<file path="src/rtl/rxaf_pkg.sv">
package rxaf_pkg;

    localparam int          ADDR_BYTES = 6;
    localparam int          HASH_W     = 6;
    localparam int          HASH_LSB   = 23;
    localparam int          CRC_W      = 32;
    localparam logic [31:0] CRC_POLY   = 32'h04C1_1DB7;
    localparam logic [31:0] CRC_INIT   = 32'hFFFF_FFFF;

    // Configuration register select values
    typedef enum logic [2:0] {
        REG_STA_HI   = 3'd0,
        REG_STA_MID  = 3'd1,
        REG_STA_LO   = 3'd2,
        REG_HASH_LO  = 3'd3,
        REG_HASH_HI  = 3'd4,
        REG_CTRL     = 3'd5,
        REG_WAKE_CLR = 3'd6
    } rxaf_reg_e;

    // Control word, bit 7 down to bit 0
    typedef struct packed {
        logic wake_en;
        logic pass_all;
        logic perfect_en;
        logic mc_hash_en;
        logic uc_hash_en;
        logic mc_all_en;
        logic bc_en;
        logic uc_all_en;
    } rxaf_ctrl_t;

    // Filter match vector, bit 6 down to bit 0
    typedef struct packed {
        logic any;
        logic perfect;
        logic mc_hash;
        logic uc_hash;
        logic mc_all;
        logic bc;
        logic uc_all;
    } rxaf_hits_t;

    localparam int HITS_W = $bits(rxaf_hits_t);
    localparam int CTRL_W = $bits(rxaf_ctrl_t);

    typedef enum logic [1:0] {
        CLS_UNI   = 2'd0,
        CLS_MULTI = 2'd1,
        CLS_BROAD = 2'd2
    } rxaf_class_e;

    // One byte of the CRC, bits taken least-significant first
    function automatic logic [CRC_W-1:0] crc_byte(input logic [CRC_W-1:0] c,
                                                  input logic [7:0]       d);
        logic [CRC_W-1:0] r;
        logic             fb;
        r = c;
        for (int i = 0; i < 8; i++) begin
            fb = r[CRC_W-1] ^ d[i];
            r  = {r[CRC_W-2:0], 1'b0} ^ (fb ? CRC_POLY : '0);
        end
        return r;
    endfunction

endpackage

</file>
<file path="src/rtl/rxaf_cfg.sv">
module rxaf_cfg
    import rxaf_pkg::*;
#(
    parameter int N_BYTES = ADDR_BYTES,
    parameter int IDX_W   = HASH_W
) (
    input  logic                   clk,
    input  logic                   rst,
    input  logic                   we,
    input  logic [2:0]             addr,
    input  logic [31:0]            wdata,
    input  logic                   set_valid,
    input  rxaf_hits_t             set_hits,
    output logic [N_BYTES*8-1:0]   station,
    output logic [(1<<IDX_W)-1:0]  table_bits,
    output rxaf_ctrl_t             ctrl,
    output logic [HITS_W-1:0]      wake
);
    localparam int TBL_BITS = 1 << IDX_W;
    localparam int STA_BITS = N_BYTES * 8;

    rxaf_reg_e          sel;
    logic [HITS_W-1:0]  clr_mask;
    logic [HITS_W-1:0]  set_mask;

    always_comb begin
        sel      = rxaf_reg_e'(addr);
        clr_mask = (we && sel == REG_WAKE_CLR) ? wdata[HITS_W-1:0] : '0;
        set_mask = (set_valid && ctrl.wake_en && set_hits.any) ? set_hits : '0;
    end

    always_ff @(posedge clk) begin
        if (rst) begin
            station    <= '0;
            table_bits <= '0;
            ctrl       <= '0;
        end else if (we) begin
            unique case (sel)
                REG_STA_HI:  station[STA_BITS-1 -: 16]   <= wdata[15:0];
                REG_STA_MID: station[STA_BITS-17 -: 16]  <= wdata[15:0];
                REG_STA_LO:  station[15:0]               <= wdata[15:0];
                REG_HASH_LO: table_bits[31:0]            <= wdata;
                REG_HASH_HI: table_bits[TBL_BITS-1 -: 32] <= wdata;
                REG_CTRL:    ctrl                        <= rxaf_ctrl_t'(wdata[CTRL_W-1:0]);
                default: ;
            endcase
        end
    end

    // Sticky wake flags: set wins over a coincident clear
    always_ff @(posedge clk) begin
        if (rst) wake <= '0;
        else     wake <= (wake & ~clr_mask) | set_mask;
    end

endmodule

</file>
<file path="src/rtl/rxaf_capture.sv">
module rxaf_capture
    import rxaf_pkg::*;
#(
    parameter int N_BYTES = ADDR_BYTES,
    parameter int IDX_W   = HASH_W,
    parameter int IDX_LSB = HASH_LSB
) (
    input  logic                  clk,
    input  logic                  rst,
    input  logic                  rx_valid,
    input  logic                  rx_sof,
    input  logic [7:0]            rx_byte,
    output logic                  done,
    output logic [N_BYTES*8-1:0]  addr_full,
    output logic [IDX_W-1:0]      hash_idx
);
    localparam int CNT_W = $clog2(N_BYTES + 1);

    logic [CNT_W-1:0]     cnt_q;
    logic                 active_q;
    logic [CRC_W-1:0]     crc_q;
    logic [N_BYTES*8-1:0] addr_q;

    logic [CNT_W-1:0]     idx;
    logic                 take;
    logic [CRC_W-1:0]     crc_nx;

    always_comb begin
        idx       = rx_sof ? '0 : cnt_q;
        take      = rx_valid && (rx_sof || active_q);
        crc_nx    = crc_byte(rx_sof ? CRC_INIT : crc_q, rx_byte);
        addr_full = addr_q;
        addr_full[idx*8 +: 8] = rx_byte;
        done      = take && (idx == CNT_W'(N_BYTES - 1));
        hash_idx  = crc_nx[IDX_LSB +: IDX_W];
    end

    always_ff @(posedge clk) begin
        if (rst) begin
            cnt_q    <= '0;
            active_q <= 1'b0;
            crc_q    <= CRC_INIT;
            addr_q   <= '0;
        end else if (take) begin
            cnt_q    <= idx + 1'b1;
            active_q <= !done;
            crc_q    <= crc_nx;
            addr_q   <= addr_full;
        end
    end

endmodule

</file>
<file path="src/rtl/rxaf_decide.sv">
module rxaf_decide
    import rxaf_pkg::*;
#(
    parameter int N_BYTES = ADDR_BYTES,
    parameter int IDX_W   = HASH_W
) (
    input  logic [N_BYTES*8-1:0]  addr,
    input  logic [IDX_W-1:0]      hash_idx,
    input  logic [N_BYTES*8-1:0]  station,
    input  logic [(1<<IDX_W)-1:0] table_bits,
    input  rxaf_ctrl_t            ctrl,
    output rxaf_hits_t            hits,
    output logic                  accept
);
    logic [N_BYTES-1:0] byte_eq;
    rxaf_class_e        cls;
    logic               hash_hit;

    for (genvar g = 0; g < N_BYTES; g++) begin : g_cmp
        assign byte_eq[g] = (addr[g*8 +: 8] == station[g*8 +: 8]);
    end

    always_comb begin
        if (&addr)        cls = CLS_BROAD;
        else if (addr[0]) cls = CLS_MULTI;
        else              cls = CLS_UNI;

        hash_hit = table_bits[hash_idx];

        hits.uc_all  = ctrl.uc_all_en  && cls == CLS_UNI;
        hits.bc      = ctrl.bc_en      && cls == CLS_BROAD;
        hits.mc_all  = ctrl.mc_all_en  && cls == CLS_MULTI;
        hits.uc_hash = ctrl.uc_hash_en && cls == CLS_UNI   && hash_hit;
        hits.mc_hash = ctrl.mc_hash_en && cls == CLS_MULTI && hash_hit;
        hits.perfect = ctrl.perfect_en && (&byte_eq);
        hits.any     = hits.uc_all | hits.bc | hits.mc_all |
                       hits.uc_hash | hits.mc_hash | hits.perfect;
        accept       = ctrl.pass_all || hits.any;
    end

endmodule

</file>
<file path="src/rtl/rx_addr_filter.sv">
module rx_addr_filter
    import rxaf_pkg::*;
#(
    parameter int N_BYTES = ADDR_BYTES,
    parameter int IDX_W   = HASH_W,
    parameter int IDX_LSB = HASH_LSB
) (
    input  logic              clk,
    input  logic              rst,
    input  logic              cfg_we,
    input  logic [2:0]        cfg_addr,
    input  logic [31:0]       cfg_wdata,
    input  logic              rx_valid,
    input  logic              rx_sof,
    input  logic [7:0]        rx_byte,
    output logic              res_valid,
    output logic              res_accept,
    output logic              res_reject,
    output logic [HITS_W-1:0] wake_flags
);
    localparam int A_BITS   = N_BYTES * 8;
    localparam int TBL_BITS = 1 << IDX_W;

    logic                done;
    logic [A_BITS-1:0]   addr_full;
    logic [IDX_W-1:0]    hash_idx;
    logic [A_BITS-1:0]   station;
    logic [TBL_BITS-1:0] table_bits;
    rxaf_ctrl_t          ctrl;
    rxaf_hits_t          hits;
    logic                accept_c;
    logic                valid_q;
    logic                accept_q;

    rxaf_capture #(.N_BYTES(N_BYTES), .IDX_W(IDX_W), .IDX_LSB(IDX_LSB)) u_cap (
        .clk       (clk),
        .rst       (rst),
        .rx_valid  (rx_valid),
        .rx_sof    (rx_sof),
        .rx_byte   (rx_byte),
        .done      (done),
        .addr_full (addr_full),
        .hash_idx  (hash_idx)
    );

    rxaf_decide #(.N_BYTES(N_BYTES), .IDX_W(IDX_W)) u_dec (
        .addr       (addr_full),
        .hash_idx   (hash_idx),
        .station    (station),
        .table_bits (table_bits),
        .ctrl       (ctrl),
        .hits       (hits),
        .accept     (accept_c)
    );

    rxaf_cfg #(.N_BYTES(N_BYTES), .IDX_W(IDX_W)) u_cfg (
        .clk        (clk),
        .rst        (rst),
        .we         (cfg_we),
        .addr       (cfg_addr),
        .wdata      (cfg_wdata),
        .set_valid  (done),
        .set_hits   (hits),
        .station    (station),
        .table_bits (table_bits),
        .ctrl       (ctrl),
        .wake       (wake_flags)
    );

    always_ff @(posedge clk) begin
        if (rst) begin
            valid_q  <= 1'b0;
            accept_q <= 1'b0;
        end else begin
            valid_q  <= done;
            accept_q <= done && accept_c;
        end
    end

    assign res_valid  = valid_q;
    assign res_accept = valid_q &&  accept_q;
    assign res_reject = valid_q && !accept_q;

endmodule

</file>
<file path="config.mk">
export PLATFORM = sky130hd
export DESIGN_NAME = rx_addr_filter
export DESIGN_NICKNAME = d
export VERILOG_FILES = /design/src/rtl/rxaf_pkg.sv /design/src/rtl/rxaf_cfg.sv /design/src/rtl/rxaf_capture.sv /design/src/rtl/rxaf_decide.sv /design/src/rtl/rx_addr_filter.sv
export SDC_FILE = /design/constraint.sdc
export NUM_CORES = 1
export LEC_CHECK = 0
export BUFFER_PORTS_ARGS = -buffer_cell sky130_fd_sc_hd__buf_4
export CAP_MARGIN = 10
export CELL_PAD_IN_SITES_DETAIL_PLACEMENT = 0
export CELL_PAD_IN_SITES_GLOBAL_PLACEMENT = 1
export CORE_AREA = 2 2 150 152
export CTS_CLUSTER_DIAMETER = 50
export DETAILED_ROUTE_END_ITERATION = 16
export DIE_AREA = 0 0 152 154
export PLACE_DENSITY = 0.95
export SYNTH_ARGS = -nofsm -noshare
export SYNTH_HDL_FRONTEND = slang
export SYNTH_SLANG_ARGS = --single-unit
</file>
<file path="constraint.sdc">
create_clock -name clk -period 6.9 [get_ports clk]
set_clock_uncertainty 0.15 [all_clocks]
set_input_delay 1.38 -clock clk [delete_from_list [all_inputs] [get_ports clk]]
set_output_delay 1.38 -clock clk [all_outputs]
set_load 0.05 [all_outputs]
</file>
==> tab_implementation.tex <==
\begin{tabular}{lr}
\hline
Metric & Value \\
\hline
\multicolumn{2}{l}{\textbf{Outcome}} \\
\quad Status & complete, no violations \\
\multicolumn{2}{l}{\textbf{Critical path}} \\
\quad Critical path peak fanout & 46 \\
\quad Critical path's top delay family & simple AND/OR/NAND/NOR gates \\
\quad Critical path arrival & 5320 ps \\
\quad Most common cell on crit path & sky130\_fd\_sc\_hd\_\_ha\_1 \\
\quad WP buf/inv & 2 \\
\quad Kind of end point of the critical path & flop \\
\quad Slowest stage delay, CP & 620 ps \\
\quad Kind of start point of the critical path & input pin \\
\quad Setup slack on the worst flop-to-flop path & 2700 ps \\
\quad Cell-by-cell trace of the critical path & buf\_4 -> inv\_1 -> nand2\_1 -> ha\_1 -> ha\_1 -> nor2\_1 -> nand4\_1 -> mux2i\_1 -> nor4\_1 -> nand3\_1 -> or3\_4 -> and3\_4 -> a221o\_1 -> nor3\_2 -> a211oi\_1 \\
\quad Crit-path slowest cell & sky130\_fd\_sc\_hd\_\_nand4\_1 \\
\quad Destination of the worst register-to-register timing path & u\_cfg.wake[6] \\
\quad Reg2reg path depth & 14 \\
\quad Start-to-end type of the worst setup path & input pin to flop \\
\quad Required time reported for the critical path endpoint & 7130 ps \\
\quad R2R Path Start & u\_cap.cnt\_q[0] \\
\multicolumn{2}{l}{\textbf{Timing}} \\
\quad PnR worst setup slack & 1810 ps \\
\quad Final hold vios & 0 \\
\quad Slew Limit Fails & 0 \\
\quad Highest clock rate & 197 MHz \\
\quad Least-Margin Pin Slew & roughly 1200 ps \\
\quad Setup violators final & 0 \\
\quad Tcrit/Tclk final & 0.738 \\
\quad Sum of negative setup slack & 0 ps \\
\quad Max-Slew Margin vs Limit & 0.218 \\
\quad Minimum clock period & 5090 ps \\
\quad Unrepaired setup endpoints after global routing & no \\
\multicolumn{2}{l}{\textbf{Clock network}} \\
\quad Post-CTS resize count & 0 \\
\quad Number of H-tree branching levels & 1 \\
\quad Clock Latency Late Sink & 520 ps \\
\quad Cell chosen for the clock root & sky130\_fd\_sc\_hd\_\_clkbuf\_16 \\
\quad Maximum clock path buffer count & 3 \\
\quad Setup Buffers After CTS & 0 \\
\quad Hold Buf Count CTS & 0 \\
\quad Clock-pin slew on the worst setup and hold paths & roughly 60 ps \\
\quad TritonCTS clock tree & built \\
\quad Number of buffers created by CTS & 27 \\
\quad Sink count of the clock tree & 213 \\
\multicolumn{2}{l}{\textbf{Die}} \\
\quad Floorplan die width & between 150 and 200 µm \\
\quad Core area & 21700 µm² \\
\quad Starting density of the core & 0.493 \\
\quad Total die area & 23400 µm² \\
\quad Row count & 54 \\
\quad Vertical die dimension & between 150 and 200 µm \\
\quad Boundary Pins & 58 \\
\multicolumn{2}{l}{\textbf{Routing}} \\
\quad Length of the first detailed-routing pass in iterations & 5 \\
\quad Drt drc & 0 \\
\quad Post-route ant nets & 0 \\
\quad Overall routed net length & between 20000 and 30000 µm \\
\quad Post-detailed-route via-to-cell ratio & 5.66 \\
\quad Detail-routed net length per standard cell & roughly 18 µm \\
\quad Drt first-iter violations & 1133 \\
\quad Detailed-route via count & $\sim$9400 \\
\multicolumn{2}{l}{\textbf{Yosys}} \\
\quad Leading post-synthesis cells by cell area & sky130\_fd\_sc\_hd\_\_dfxtp\_1 (40\%), sky130\_fd\_sc\_hd\_\_nand2\_1 (11\%), sky130\_fd\_sc\_hd\_\_xnor2\_1 (8.4\%) \\
\quad Most frequent cells after synthesis & sky130\_fd\_sc\_hd\_\_nand2\_1 (320), sky130\_fd\_sc\_hd\_\_dfxtp\_1 (213), sky130\_fd\_sc\_hd\_\_a21oi\_1 (164) \\
\quad Unique masters post-synth & 63 \\
\quad Cell with the most instances after synthesis & sky130\_fd\_sc\_hd\_\_nand2\_1 \\
\quad Post-synthesis net count & 1402 \\
\quad Dominant cell type by area after synthesis & sky130\_fd\_sc\_hd\_\_dfxtp\_1 \\
\quad Cell area after synthesis & 10700 µm² \\
\quad EDFF count, synth & 0 \\
\quad Gate count after technology mapping & 1349 \\
\quad Post-synthesis async set-or-reset flop share & 0 \\
\quad Synthesis-stage register bit count & 213 \\
\quad Share of Yosys cell area claimed by the top area cell type & 0.399 \\
\quad Ys Warns & 0 \\
\quad Ys flop type & sky130\_fd\_sc\_hd\_\_dfxtp\_1 \\
\quad Register area share after synthesis & 0.399 \\
\quad Average cell area after synthesis & 7.93 µm² \\
\multicolumn{2}{l}{\textbf{Placement}} \\
\quad Detailed placement HPWL & about 20000 µm \\
\quad Placement-stage worst setup slack & 1310 ps \\
\quad Global placement routability congestion & between 0.8 and 0.9 \\
\quad Buffers on Ports & 57 \\
\multicolumn{2}{l}{\textbf{Layout}} \\
\quad Area growth from synthesis to layout & 13.5\% \\
\quad Layout Nets & 1408 \\
\quad Ant diodes & 0 \\
\quad Layout cells sized above 1 & 0.107 \\
\quad Total of fill cells in the finished design & 1999 \\
\multicolumn{2}{l}{\textbf{Hold path}} \\
\quad Worst Hold Path EP & u\_cfg.table\_bits[59] \\
\quad Hold Startpoint & u\_cfg.table\_bits[59] \\
\quad Worst Hold Path Cells & 2 \\
\quad Kind of path behind the tightest hold check & flop to flop \\
\multicolumn{2}{l}{\textbf{Flow run}} \\
\quad Number of maximum-capacitance constraint violations & 0 \\
\multicolumn{2}{l}{\textbf{Power}} \\
\quad Pwr/cell area & 291 nW/µm² \\
\quad Overall power & 3.53 mW \\
\quad IR drop worst, VDD & 159 µV \\
\quad Leakage power of the design & between 4 and 5 nW \\
\multicolumn{2}{l}{\textbf{GRT}} \\
\quad Number of global-route vias before repair & 8488 \\
\quad Global-route wire length before repair & 47200 µm \\
\quad Global route overflow & 0 \\
\quad Antenna violations before repair & 0 \\
\quad GRT Total Usage & 0.246 \\
\quad Maximum number of pins on one net before global-route repair & 111 \\
\hline
\end{tabular}
layout by cell type, fill, tap and decap left out, types with 4 or more instances in the layout:
cell type	netlist	layout
sky130_fd_sc_hd__a211oi_1	12	12
sky130_fd_sc_hd__o221ai_1	4	4
sky130_fd_sc_hd__inv_1	4	4
sky130_fd_sc_hd__dfxtp_1	213	213
sky130_fd_sc_hd__nand4_1	10	10
sky130_fd_sc_hd__nand2_1	320	320
sky130_fd_sc_hd__and2_1	6	6
sky130_fd_sc_hd__xnor2_2	4	4
sky130_fd_sc_hd__nor2b_1	6	6
sky130_fd_sc_hd__buf_4	5	68
sky130_fd_sc_hd__mux2i_1	53	53
sky130_fd_sc_hd__clkbuf_16	0	27
sky130_fd_sc_hd__nand2b_1	5	5
sky130_fd_sc_hd__a22oi_1	4	4
sky130_fd_sc_hd__ha_1	5	5
sky130_fd_sc_hd__xnor2_1	103	103
sky130_fd_sc_hd__xor2_1	28	28
sky130_fd_sc_hd__nor4_1	18	18
sky130_fd_sc_hd__o21ai_0	13	13
sky130_fd_sc_hd__nor2_1	125	125
sky130_fd_sc_hd__nor3_1	17	16
sky130_fd_sc_hd__o22ai_1	19	19
sky130_fd_sc_hd__inv_6	0	4
sky130_fd_sc_hd__a211o_1	31	31
sky130_fd_sc_hd__a21oi_1	164	163
sky130_fd_sc_hd__clkbuf_8	0	5
sky130_fd_sc_hd__nand3b_1	4	4
sky130_fd_sc_hd__o21ai_1	8	7
sky130_fd_sc_hd__nand3_1	32	32
state kept, by name (all words and copies together) (netlist names):
name	cells
u_cap.crc_q	32
accept_q	1
u_cap.cnt_q	3
u_cap.addr_q	48
u_cap.active_q	1
res_valid	1
u_cfg.station	48
u_cfg.table_bits	64
u_cfg.ctrl	8
u_cfg.wake	7
through the flow:
step	instance area [µm²]	instances	hold slack, ps	util
6_report	12100	1656	305	0.560
5_1_grt	12100	1656	319	0.560
4_1_cts	12100	1656	305	0.560
3_5_place_dp	11200	1606	297	0.516
3_3_place_gp	11200	1606	290	0.516
2_1_floorplan	10700	1349	282	-
per-layer routing:
layer  GRT usage  up-vias  routed length (µm)
li1            -     4572                   -
met2       0.378      328               13100
met3      0.0318       34                2050
met1       0.371     4442               14300
met4      0.0458        0                 494
met5           0        -                   0
kinds of logic after synthesis:
group | share of synthesized area
buffers and inverters | 0.0394
AO/OA/AOI/OAI | 0.156
flip-flops | 0.399
multiplexers | 0.0551
XOR/XNOR | 0.121
adder cells (fa/ha/maj) | 0.00585
AND/OR/NAND/NOR | 0.224
cell type report:
cell class                 count  area (µm²)  share of cell area
clock inverter                15         183              0.0150
clock buffer                  35         756              0.0622
tap                          280         350              0.0289
inverter                       5        18.8             0.00155
multi-input combinational   1039        6050               0.498
timing repair buffer          69         522              0.0430
sequential                   213        4260               0.351
worst register-to-register path, stage by stage (launching register included):
cell and delay, ps:
sky130_fd_sc_hd__dfxtp_1 370, sky130_fd_sc_hd__nor2b_4 240, sky130_fd_sc_hd__inv_2 80, sky130_fd_sc_hd__ha_1 220, sky130_fd_sc_hd__ha_1 370, sky130_fd_sc_hd__nand2_1 80, sky130_fd_sc_hd__nor2_2 600, sky130_fd_sc_hd__mux2i_1 280
sky130_fd_sc_hd__nor4_1 380, sky130_fd_sc_hd__nand3_1 150, sky130_fd_sc_hd__or3_4 420, sky130_fd_sc_hd__and3_4 200, sky130_fd_sc_hd__a221o_1 310, sky130_fd_sc_hd__nor3_2 120, sky130_fd_sc_hd__a211oi_1 90
how the worst max path moves through the flow:
stage / slack (ps) / from / cells after the start / endpoint
after floorplan: 1790 / rx_sof / 19 / u_cfg.wake[6]
after global placement: 1460 / rx_sof / 15 / u_cfg.wake[6]
after detailed placement: 1310 / rx_sof / 15 / u_cfg.wake[6]
after CTS: 1840 / rx_sof / 15 / u_cfg.wake[6]
after global routing: 1360 / rx_sof / 15 / u_cfg.wake[6]
final: 1810 / rx_sof / 15 / u_cfg.wake[6]
where the power goes:
group          internal (mW)  leakage, nW  switching [mW]
Sequential              1.28         1.73          0.0375
Clock                  0.893        0.455           0.566
Combinational          0.305         2.06           0.451
Total                   2.47         4.25            1.06
(Power assumes the default switching activity.)
